===== src/rtl/lmfc_pkg.sv =====
package lmfc_pkg;

    localparam int unsigned FRAME_OCT_MAX = 4;
    localparam int unsigned MF_FRAMES_LO  = 16;
    localparam int unsigned MF_FRAMES_HI  = 32;
    localparam int unsigned MF_OCT_MAX    = FRAME_OCT_MAX * MF_FRAMES_HI;
    localparam int unsigned POS_W         = $clog2(MF_OCT_MAX);
    localparam int unsigned PER_W         = POS_W + 1;

    typedef struct packed {
        logic smp;
        logic prv;
    } edge_state_t;

    typedef struct packed {
        logic [POS_W-1:0] pos;
        logic             aligned;
        logic             misalign;
    } ctr_state_t;

    function automatic logic [PER_W-1:0] frame_octets(input logic [1:0] f_sel);
        case (f_sel)
            2'd0:    return PER_W'(1);
            2'd1:    return PER_W'(2);
            default: return PER_W'(FRAME_OCT_MAX);
        endcase
    endfunction

    function automatic logic [PER_W-1:0] mf_octets(input logic [1:0] f_sel, input logic k_sel);
        logic [PER_W-1:0] frames;
        frames = k_sel ? PER_W'(MF_FRAMES_HI) : PER_W'(MF_FRAMES_LO);
        return PER_W'(frames * frame_octets(f_sel));
    endfunction

    function automatic logic [POS_W-1:0] frame_low_mask(input logic [1:0] f_sel);
        logic [PER_W-1:0] f;
        f = frame_octets(f_sel) - PER_W'(1);
        return f[POS_W-1:0];
    endfunction

endpackage


===== src/rtl/lmfc_sysref_edge.sv =====
module lmfc_sysref_edge
    import lmfc_pkg::*;
(
    input  logic clk_i,
    input  logic rst_i,
    input  logic sysref_i,
    output logic rise_o
);

    edge_state_t st_d, st_q;

    always_comb begin
        st_d     = st_q;
        st_d.smp = sysref_i;
        st_d.prv = st_q.smp;
        rise_o   = st_q.smp & ~st_q.prv;
    end

    always_ff @(posedge clk_i) begin
        if (rst_i) begin
            st_q <= '0;
        end else begin
            st_q <= st_d;
        end
    end

endmodule


===== src/rtl/lmfc_octet_counter.sv =====
module lmfc_octet_counter
    import lmfc_pkg::*;
#(
    parameter int unsigned OCT_PER_CLK = 4
) (
    input  logic             clk_i,
    input  logic             rst_i,
    input  logic             rise_i,
    input  logic             one_shot_i,
    input  logic [PER_W-1:0] period_i,
    output logic [POS_W-1:0] pos_o,
    output logic             aligned_o,
    output logic             misalign_o,
    output logic             accept_o
);

    localparam logic [PER_W-1:0] STEP      = PER_W'(OCT_PER_CLK);
    localparam logic [POS_W-1:0] RESTART_P = POS_W'(OCT_PER_CLK);

    ctr_state_t       st_d, st_q;
    logic [PER_W-1:0] pos_ext;
    logic [PER_W-1:0] sum;

    always_comb begin
        st_d     = st_q;
        pos_ext  = PER_W'(st_q.pos);
        sum      = pos_ext + STEP;
        accept_o = rise_i & ~(one_shot_i & st_q.aligned);
        if (accept_o) begin
            // the detection cycle is octet 0, so the next word starts one step on
            st_d.pos     = RESTART_P;
            st_d.aligned = 1'b1;
            if (st_q.aligned && (st_q.pos != '0)) begin
                st_d.misalign = 1'b1;
            end
        end else if (pos_ext >= period_i) begin
            st_d.pos = '0;
        end else if (sum >= period_i) begin
            st_d.pos = POS_W'(sum - period_i);
        end else begin
            st_d.pos = POS_W'(sum);
        end
    end

    always_ff @(posedge clk_i) begin
        if (rst_i) begin
            st_q <= '0;
        end else begin
            st_q <= st_d;
        end
    end

    assign pos_o      = st_q.pos;
    assign aligned_o  = st_q.aligned;
    assign misalign_o = st_q.misalign;

endmodule


===== src/rtl/lmfc_lane_decode.sv =====
module lmfc_lane_decode
    import lmfc_pkg::*;
#(
    parameter int unsigned OCT_PER_CLK = 4,
    parameter int unsigned LANE_W      = 2
) (
    input  logic [POS_W-1:0]       pos_i,
    input  logic [PER_W-1:0]       period_i,
    input  logic [1:0]             frame_sel_i,
    output logic                   strobe_o,
    output logic [LANE_W-1:0]      lane_o,
    output logic [OCT_PER_CLK-1:0] fstart_o
);

    localparam logic [PER_W-1:0] STEP = PER_W'(OCT_PER_CLK);

    logic [PER_W-1:0] pos_ext;
    logic [POS_W-1:0] fmask;

    always_comb begin
        pos_ext = PER_W'(pos_i);
        if (pos_i == '0) begin
            strobe_o = 1'b1;
            lane_o   = '0;
        end else if ((pos_ext < period_i) && ((pos_ext + STEP) > period_i)) begin
            strobe_o = 1'b1;
            lane_o   = LANE_W'(period_i - pos_ext);
        end else begin
            strobe_o = 1'b0;
            lane_o   = '0;
        end
    end

    assign fmask = frame_low_mask(frame_sel_i);

    for (genvar ln = 0; ln < OCT_PER_CLK; ln++) begin : g_lane
        logic [POS_W-1:0] idx;
        assign idx          = pos_i + POS_W'(ln);
        assign fstart_o[ln] = ((idx & fmask) == '0);
    end

endmodule


===== src/rtl/lmfc_align_gen.sv =====
module lmfc_align_gen
    import lmfc_pkg::*;
#(
    parameter int unsigned OCT_PER_CLK = 4,
    localparam int unsigned LANE_W     = (OCT_PER_CLK > 1) ? $clog2(OCT_PER_CLK) : 1
) (
    input  logic                   clk_i,
    input  logic                   rst_i,
    input  logic                   sysref_i,
    input  logic [1:0]             frame_sel_i,
    input  logic                   mf_sel_i,
    input  logic                   one_shot_i,
    output logic [POS_W-1:0]       octet_pos_o,
    output logic                   lmfc_strobe_o,
    output logic [LANE_W-1:0]      lmfc_lane_o,
    output logic [OCT_PER_CLK-1:0] frame_start_o,
    output logic                   aligned_o,
    output logic                   misalign_o
);

    logic             sref_rise;
    logic             sref_take;
    logic [PER_W-1:0] mf_len;

    assign mf_len = mf_octets(frame_sel_i, mf_sel_i);

    lmfc_sysref_edge i_edge (
        .clk_i    (clk_i),
        .rst_i    (rst_i),
        .sysref_i (sysref_i),
        .rise_o   (sref_rise)
    );

    lmfc_octet_counter #(
        .OCT_PER_CLK (OCT_PER_CLK)
    ) i_ctr (
        .clk_i      (clk_i),
        .rst_i      (rst_i),
        .rise_i     (sref_rise),
        .one_shot_i (one_shot_i),
        .period_i   (mf_len),
        .pos_o      (octet_pos_o),
        .aligned_o  (aligned_o),
        .misalign_o (misalign_o),
        .accept_o   (sref_take)
    );

    lmfc_lane_decode #(
        .OCT_PER_CLK (OCT_PER_CLK),
        .LANE_W      (LANE_W)
    ) i_dec (
        .pos_i       (octet_pos_o),
        .period_i    (mf_len),
        .frame_sel_i (frame_sel_i),
        .strobe_o    (lmfc_strobe_o),
        .lane_o      (lmfc_lane_o),
        .fstart_o    (frame_start_o)
    );

endmodule


===== config.mk =====
export PLATFORM = sky130hd
export DESIGN_NAME = lmfc_align_gen
export DESIGN_NICKNAME = d
export VERILOG_FILES = /design/src/rtl/lmfc_pkg.sv /design/src/rtl/lmfc_sysref_edge.sv /design/src/rtl/lmfc_octet_counter.sv /design/src/rtl/lmfc_lane_decode.sv /design/src/rtl/lmfc_align_gen.sv
export SDC_FILE = /design/constraint.sdc
export NUM_CORES = 1
export LEC_CHECK = 0
export BUFFER_PORTS_ARGS = -buffer_cell sky130_fd_sc_hd__buf_2
export CAP_MARGIN = 25
export CORE_MARGIN = 5
export CORE_UTILIZATION = 49
export DETAILED_ROUTE_END_ITERATION = 8
export PLACE_DENSITY_LB_ADDON = 0.08
export SYNTH_ARGS = -nofsm -noshare
export SYNTH_HDL_FRONTEND = slang
export SYNTH_SLANG_ARGS = --single-unit

===== constraint.sdc =====
create_clock -name clk_i -period 3.7 [get_ports clk_i]
set_input_delay 0.74 -clock clk_i [delete_from_list [all_inputs] [get_ports clk_i]]
set_output_delay 0.74 -clock clk_i [all_outputs]
set_load 0.05 [all_outputs]

# ---- After elaboration in Yosys (flattened, before gate mapping)
# Cells that the tools add are included.
dict set report op_classes {
  add_sub_neg 7
  reduce_logical 11
  multipliers 1
  bitwise_logic 9
  n_lt_le_gt_ge 4
  muxes 9
  n_eq_ne 1
}
# operator count
set ops {}
lappend ops {{$logic_not A7 Y1} 5}
lappend ops {{$and A7 B7 Y7} 4}
lappend ops {{$add A7 B2 Y7 const B} 2}
lappend ops {{$add A7 B3 Y8 const B} 1}
lappend ops {{$ge A7 B8 Y1} 1}
lappend ops {{$ge A8 B8 Y1} 1}
lappend ops {{$gt A8 B8 Y1} 1}
lappend ops {{$lt A7 B8 Y1} 1}
lappend ops {{$mul A6 B3 Y8} 1}
lappend ops {{$add A7 B1 Y7 const B} 1}
lappend ops {{$mux W7} 1}
lappend ops {{$reduce_bool A7 Y1} 1}
lappend ops {{$sub A7 B7 Y7} 1}
lappend ops {{$mux W3} 2}
lappend ops {{$mux W6} 1}
lappend ops {{$pmux W3 S2} 1}
lappend ops {{$mux W2} 2}
lappend ops {{$sub A3 B1 Y4 const B} 1}
lappend ops {{$and A1 B1 Y1} 3}
lappend ops {{$reduce_or A3 Y1} 1}
lappend ops {{$eq A2 B1 Y1 const B} 1}
lappend ops {{$logic_and A1 B1 Y1} 2}
lappend ops {{$logic_not A2 Y1} 1}
lappend ops {{$mux W1} 2}
lappend ops {{3 further kinds} 4}
dict set report totals {
  elab_cells 48
  regBits 11
  output_inout_bits 16
}

# ---- Logic depth before layout (Yosys ltp)
dict set report depth {
  ltp_word 7
  ltp_mapped 9
  ltp_nobuf 8
}

# ---- Cells and area by module
# From an unflattened synthesis, not the netlist that was laid out.
dict set report unflattened {
  hier_cells 193
  hier_area_um2 1552.7
}
# mod cells_per_inst area_per_inst_um2 instances
set by_module_without_submodules {}
lappend by_module_without_submodules {lmfc_octet_counter 105 888.4 1}
lappend by_module_without_submodules {lmfc_lane_decode 76 560.5 1}
lappend by_module_without_submodules {lmfc_sysref_edge 5 61.3 1}
lappend by_module_without_submodules {lmfc_align_gen 7 42.5 1}

# ---- Least setup slack after synthesis
# OpenSTA, ideal clock, no wires.
dict set report synth_path {
  kind {in2out}
  start {input frame_sel_i[1]}
  end {output lmfc_strobe_o}
  stages 7
  arrival_ns 3.340
  slack_ns -0.380
  n_path_buf 1
  cell_sequence {buf_6 or3_2 ha_1 o21a_1 o31ai_1 a21boi_0 o31ai_1}
}
dict set report synth_via {
  elab_chain_len 7
  word_cells_on_any_way 9
  classes_between {mul: 1; order compare: 2; eq/ne: 1; mux: 3; reduce/logical: 2}
}
# element line_no
set synth_lines {}
lappend synth_lines {{from (decl)} lmfc_align_gen.sv:10} ;# input logic [1:0] frame_sel_i,
lappend synth_lines {{$eq A2 B1 Y1 or $logic_not A2 Y1 (tied branches)} lmfc_pkg.sv:22} ;# case (f_sel)
lappend synth_lines {{$pmux W3 S2 *} lmfc_pkg.sv:22}
lappend synth_lines {{$mul A6 B3 Y8 *} lmfc_pkg.sv:32} ;# return PER_W'(frames * frame_octets(f_sel));
lappend synth_lines {{$lt A7 B8 Y1 or $gt A8 B8 Y1 (tied branches)} lmfc_lane_decode.sv:25} ;# end else if ((pos_ext < period_i) && ((pos_ext + STEP) > period_i)) begin
lappend synth_lines {{$logic_and A1 B1 Y1 *} lmfc_lane_decode.sv:25}
lappend synth_lines {{$mux W1 *} lmfc_lane_decode.sv:25}
lappend synth_lines {{$mux W1 *} lmfc_lane_decode.sv:22} ;# if (pos_i == '0) begin
lappend synth_lines {{to (decl)} lmfc_align_gen.sv:14} ;# output logic lmfc_strobe_o,
# Every way passes the cells marked *; elsewhere a longest branch is shown, timed or not.

# ---- Worst setup path after layout
dict set report layout_path {
  start {input mf_sel_i}
  end {output lmfc_strobe_o}
}
dict set report layout_via {
  elab_chain_len 6
  word_cells_on_any_way 7
  classes_between {mul: 1; order compare: 2; mux: 3; reduce/logical: 1}
}
# element line_no
set layout_lines {}
lappend layout_lines {{from (decl)} lmfc_align_gen.sv:11} ;# input logic mf_sel_i,
lappend layout_lines {{$mux W6 *} lmfc_pkg.sv:31} ;# frames = k_sel ? PER_W'(MF_FRAMES_HI) : PER_W'(MF_FRAMES_LO);
lappend layout_lines {{$mul A6 B3 Y8 *} lmfc_pkg.sv:32}
lappend layout_lines {{$lt A7 B8 Y1 or $gt A8 B8 Y1 (tied branches)} lmfc_lane_decode.sv:25}
lappend layout_lines {{$logic_and A1 B1 Y1 *} lmfc_lane_decode.sv:25}
lappend layout_lines {{$mux W1 *} lmfc_lane_decode.sv:25}
lappend layout_lines {{$mux W1 *} lmfc_lane_decode.sv:22}
# Marked as above.

==> results_dict.tcl <==
set metrics [dict create \
    hold_viol 0 \
    cp-start-kind "primary input" \
    place_congestion 0.868 \
    ys_seq_area_share_pct 23.9 \
    rrSetupSlack_ns 1.39 \
    ir_drop_uv 233 \
    antenna_found_initial 0 \
    fin_ws_ns 0.183 \
    status "finished clean" \
    synth_common_cells "dfxtp_1, ha_1, nor2_1" \
    synth.distinct_cells 34 \
    io_buffers 18 \
    synth_ff_type "dfxtp_1" \
    cp.required_ns 2.96 \
    numCtsBuffers 3 \
    gr-total-overflow 0 \
    crit_chain "buf_2, or3_2, ha_1, o21a_1, o31ai_1, a21boi_0, o31ai_2, buf_2" \
    p_leak_uw 0.000414 \
    synth.avg_cell_area_um2 8.46 \
    via_per_inst 5.40 \
    reg2regPathDepth 7 \
    gr-usage-all-layers_pct 13.4 \
    worstSkewPairLatency_ns 0.26 \
    setup_viol 0 \
    layout_worst_path_cycle_share_pct 95.1 \
    synth-seq-cells 9 \
    whs_endpoint "i_edge.st_q[0]" \
    hold_start "i_edge.st_d[0]" \
    fin_nets 126 \
    detail_route.first_pass.iterations 5 \
    fin_area_um2 865 \
    crit_path_max_fanout 6 \
    async_flop_share_pct 0 \
    place_area_um2 838 \
    drc_errors 0 \
    synth_fa_ha_area_share_pct 15.0 \
    synthXorXnorAreaFrac_pct 8.14 \
    clock_path_buffers 2 \
    grt_pass1_wl_um 2580 \
    cpMostUsedCell "buf_2" \
    die_x_um 49.2 \
    cts_root_buffer "clkbuf_4" \
    yosys-mux-area-fraction_pct 3.32 \
    cts_tree "done" \
    r2r_start "i_ctr.pos_o[2]" \
    powerDensity_nw_per_um2 407 \
    wl_um 1560 \
    drv_cap 0 \
    area_growth_pct 14.8 \
    slowest_stage "or3_2" \
    synth_area_um2 753 \
    grt_max_degree 10 \
    grt_pass1_vias 604 \
    yosys.area_share.simple_pct 23.9 \
    avgRoutedWirePerCell_um 12.4 \
    synth_edf_count 0 \
    drt_iter0_drc 12 \
    dp.final_hpwl_um 1270 \
    die_h_um 49.2 \
    path_clk_slew_ns 0.06 \
    synth.largest_area_cell "dfxtp_1" \
    max_stage_delay_ns 0.50 \
    vias 675 \
    finalNonFillerCells 125 \
    synth_compound_area_share_pct 17.8 \
    die-area_um2 2420 \
    synth_area_leaders "dfxtp_1, ha_1, xor2_1" \
    skew_ns 0.00502 \
    dp_worst_setup_slack_ns 0.187 \
    hold_depth 1 \
    fmax_ghz 0.284 \
    drive_above_1_share_pct 25.7 \
    fillCellCount 138 \
    core_um2 1490 \
    netlist.area_leader.share_pct 23.9 \
    r2r_end "i_ctr.pos_o[4]" \
    critPathKind "in2out" \
    ios 23 \
    critPathCaptureType "output pin" \
    drtAntennaViolNets 0 \
    rows 14 \
    tns_ns 0 \
    post-place-cells 121 \
    synth_top_family_by_area "simple AND/OR/NAND/NOR gates" \
    hp-class "reg2reg" \
    yosysWarnings 0 \
    start_util_pct 50.6 \
    min_period_ns 3.52 \
    cts_hold_buffers 0 \
    postCtsSetupBuffers 0 \
    h-tree-depth 1 \
    utilization_pct 58.1 \
    n_antenna_cell 0 \
    cts_resized 0 \
    rsz0062_at_grt "false" \
    arrival_ns 2.78 \
    slew_viol_final 0 \
    clock_sinks 9 \
    synthCells 89 \
]
## sequential cells by signal, indices dropped and copies added, names as in the netlist
| name | count |
|---|---|
| i_edge.st_q | 1 |
| i_edge.st_d | 1 |
| i_ctr.pos_o | 5 |
| i_ctr.misalign_o | 1 |
| i_ctr.aligned_o | 1 |
## per-stage QoR
stage                     hold WS [ns]  total power, µW
after floorplan                  0.430              248
after global placement           0.438              275
after detailed placement         0.450              278
after CTS                        0.463              355
after global routing             0.496              377
final                            0.463              352
## routing by layer
| layer | global-route usage [%] | wire [µm] | part of all wire [%] |
|---|---|---|---|
| met3 | 7.03 | 131 | 8.4 |
| met2 | 18.5 | 687 | 44 |
| met5 | 0 | 0 | 0 |
| met1 | 17.6 | 727 | 47 |
| met4 | 4.48 | 9 | 0.58 |
## layout make-up
class                   count  area, µm²  share of cell area, %
multi-input cells          74        533                   61.6
flip-flops and latches      9        180                   20.8
repair buffers             18       90.1                   10.4
clock buffers               4       26.3                   3.04
well taps                  16       20.0                   2.32
inverters                   4       15.0                   1.74
## worst max-delay path, delay by kind of cell
| family | cells | cell delay, ns |
|---|---|---|
| adders and majority gates | 1 | 0.29 |
| and+or+nand+nor | 1 | 0.50 |
| AOI/OAI and AO/OA | 4 | 0.81 |
| buffers and inverters | 2 | 0.43 |
## worst max path at each step
| stage | endpoint | start |
|---|---|---|
| 3_3_place_gp | lmfc_strobe_o | mf_sel_i |
| 3_5_place_dp | lmfc_strobe_o | mf_sel_i |
| 6_report | lmfc_strobe_o | mf_sel_i |
| 2_1_floorplan | lmfc_strobe_o | frame_sel_i[1] |
| 4_1_cts | lmfc_strobe_o | mf_sel_i |
| 5_1_grt | lmfc_strobe_o | mf_sel_i |
## cells in the final DEF (no fill, tap or decap), drive strengths merged, types with 2 or more instances in the layout
master / n
and3: 2
o31ai: 2
buf: 18
ha: 9
conb: 4
nand2: 6
xnor2: 3
o21a: 2
nand3: 2
dfxtp: 9
a21oi: 3
a21boi: 3
or3: 3
nor2: 9
o21ai: 4
clkbuf: 4
xor2: 4
and2: 2
inv: 4
nor2b: 3
## logic make-up (layout without fill, tap and decap cells)
family	count (synthesis)	after routing
compound gates	19	19
xor+xnor	7	7
fa+ha+maj	9	9
buf+inv	9	26
flops	9	9
mux	2	2
other cells	1	4
simple gates	33	33
## power breakdown
group | switching, µW | leakage, µW | internal, µW
Clock | 34.4 | 0.0000150 | 41.6
Sequential | 10.4 | 0.0000738 | 104
Combinational | 108 | 0.000325 | 53.4
Note: power is estimated with default switching activity, not from simulation.
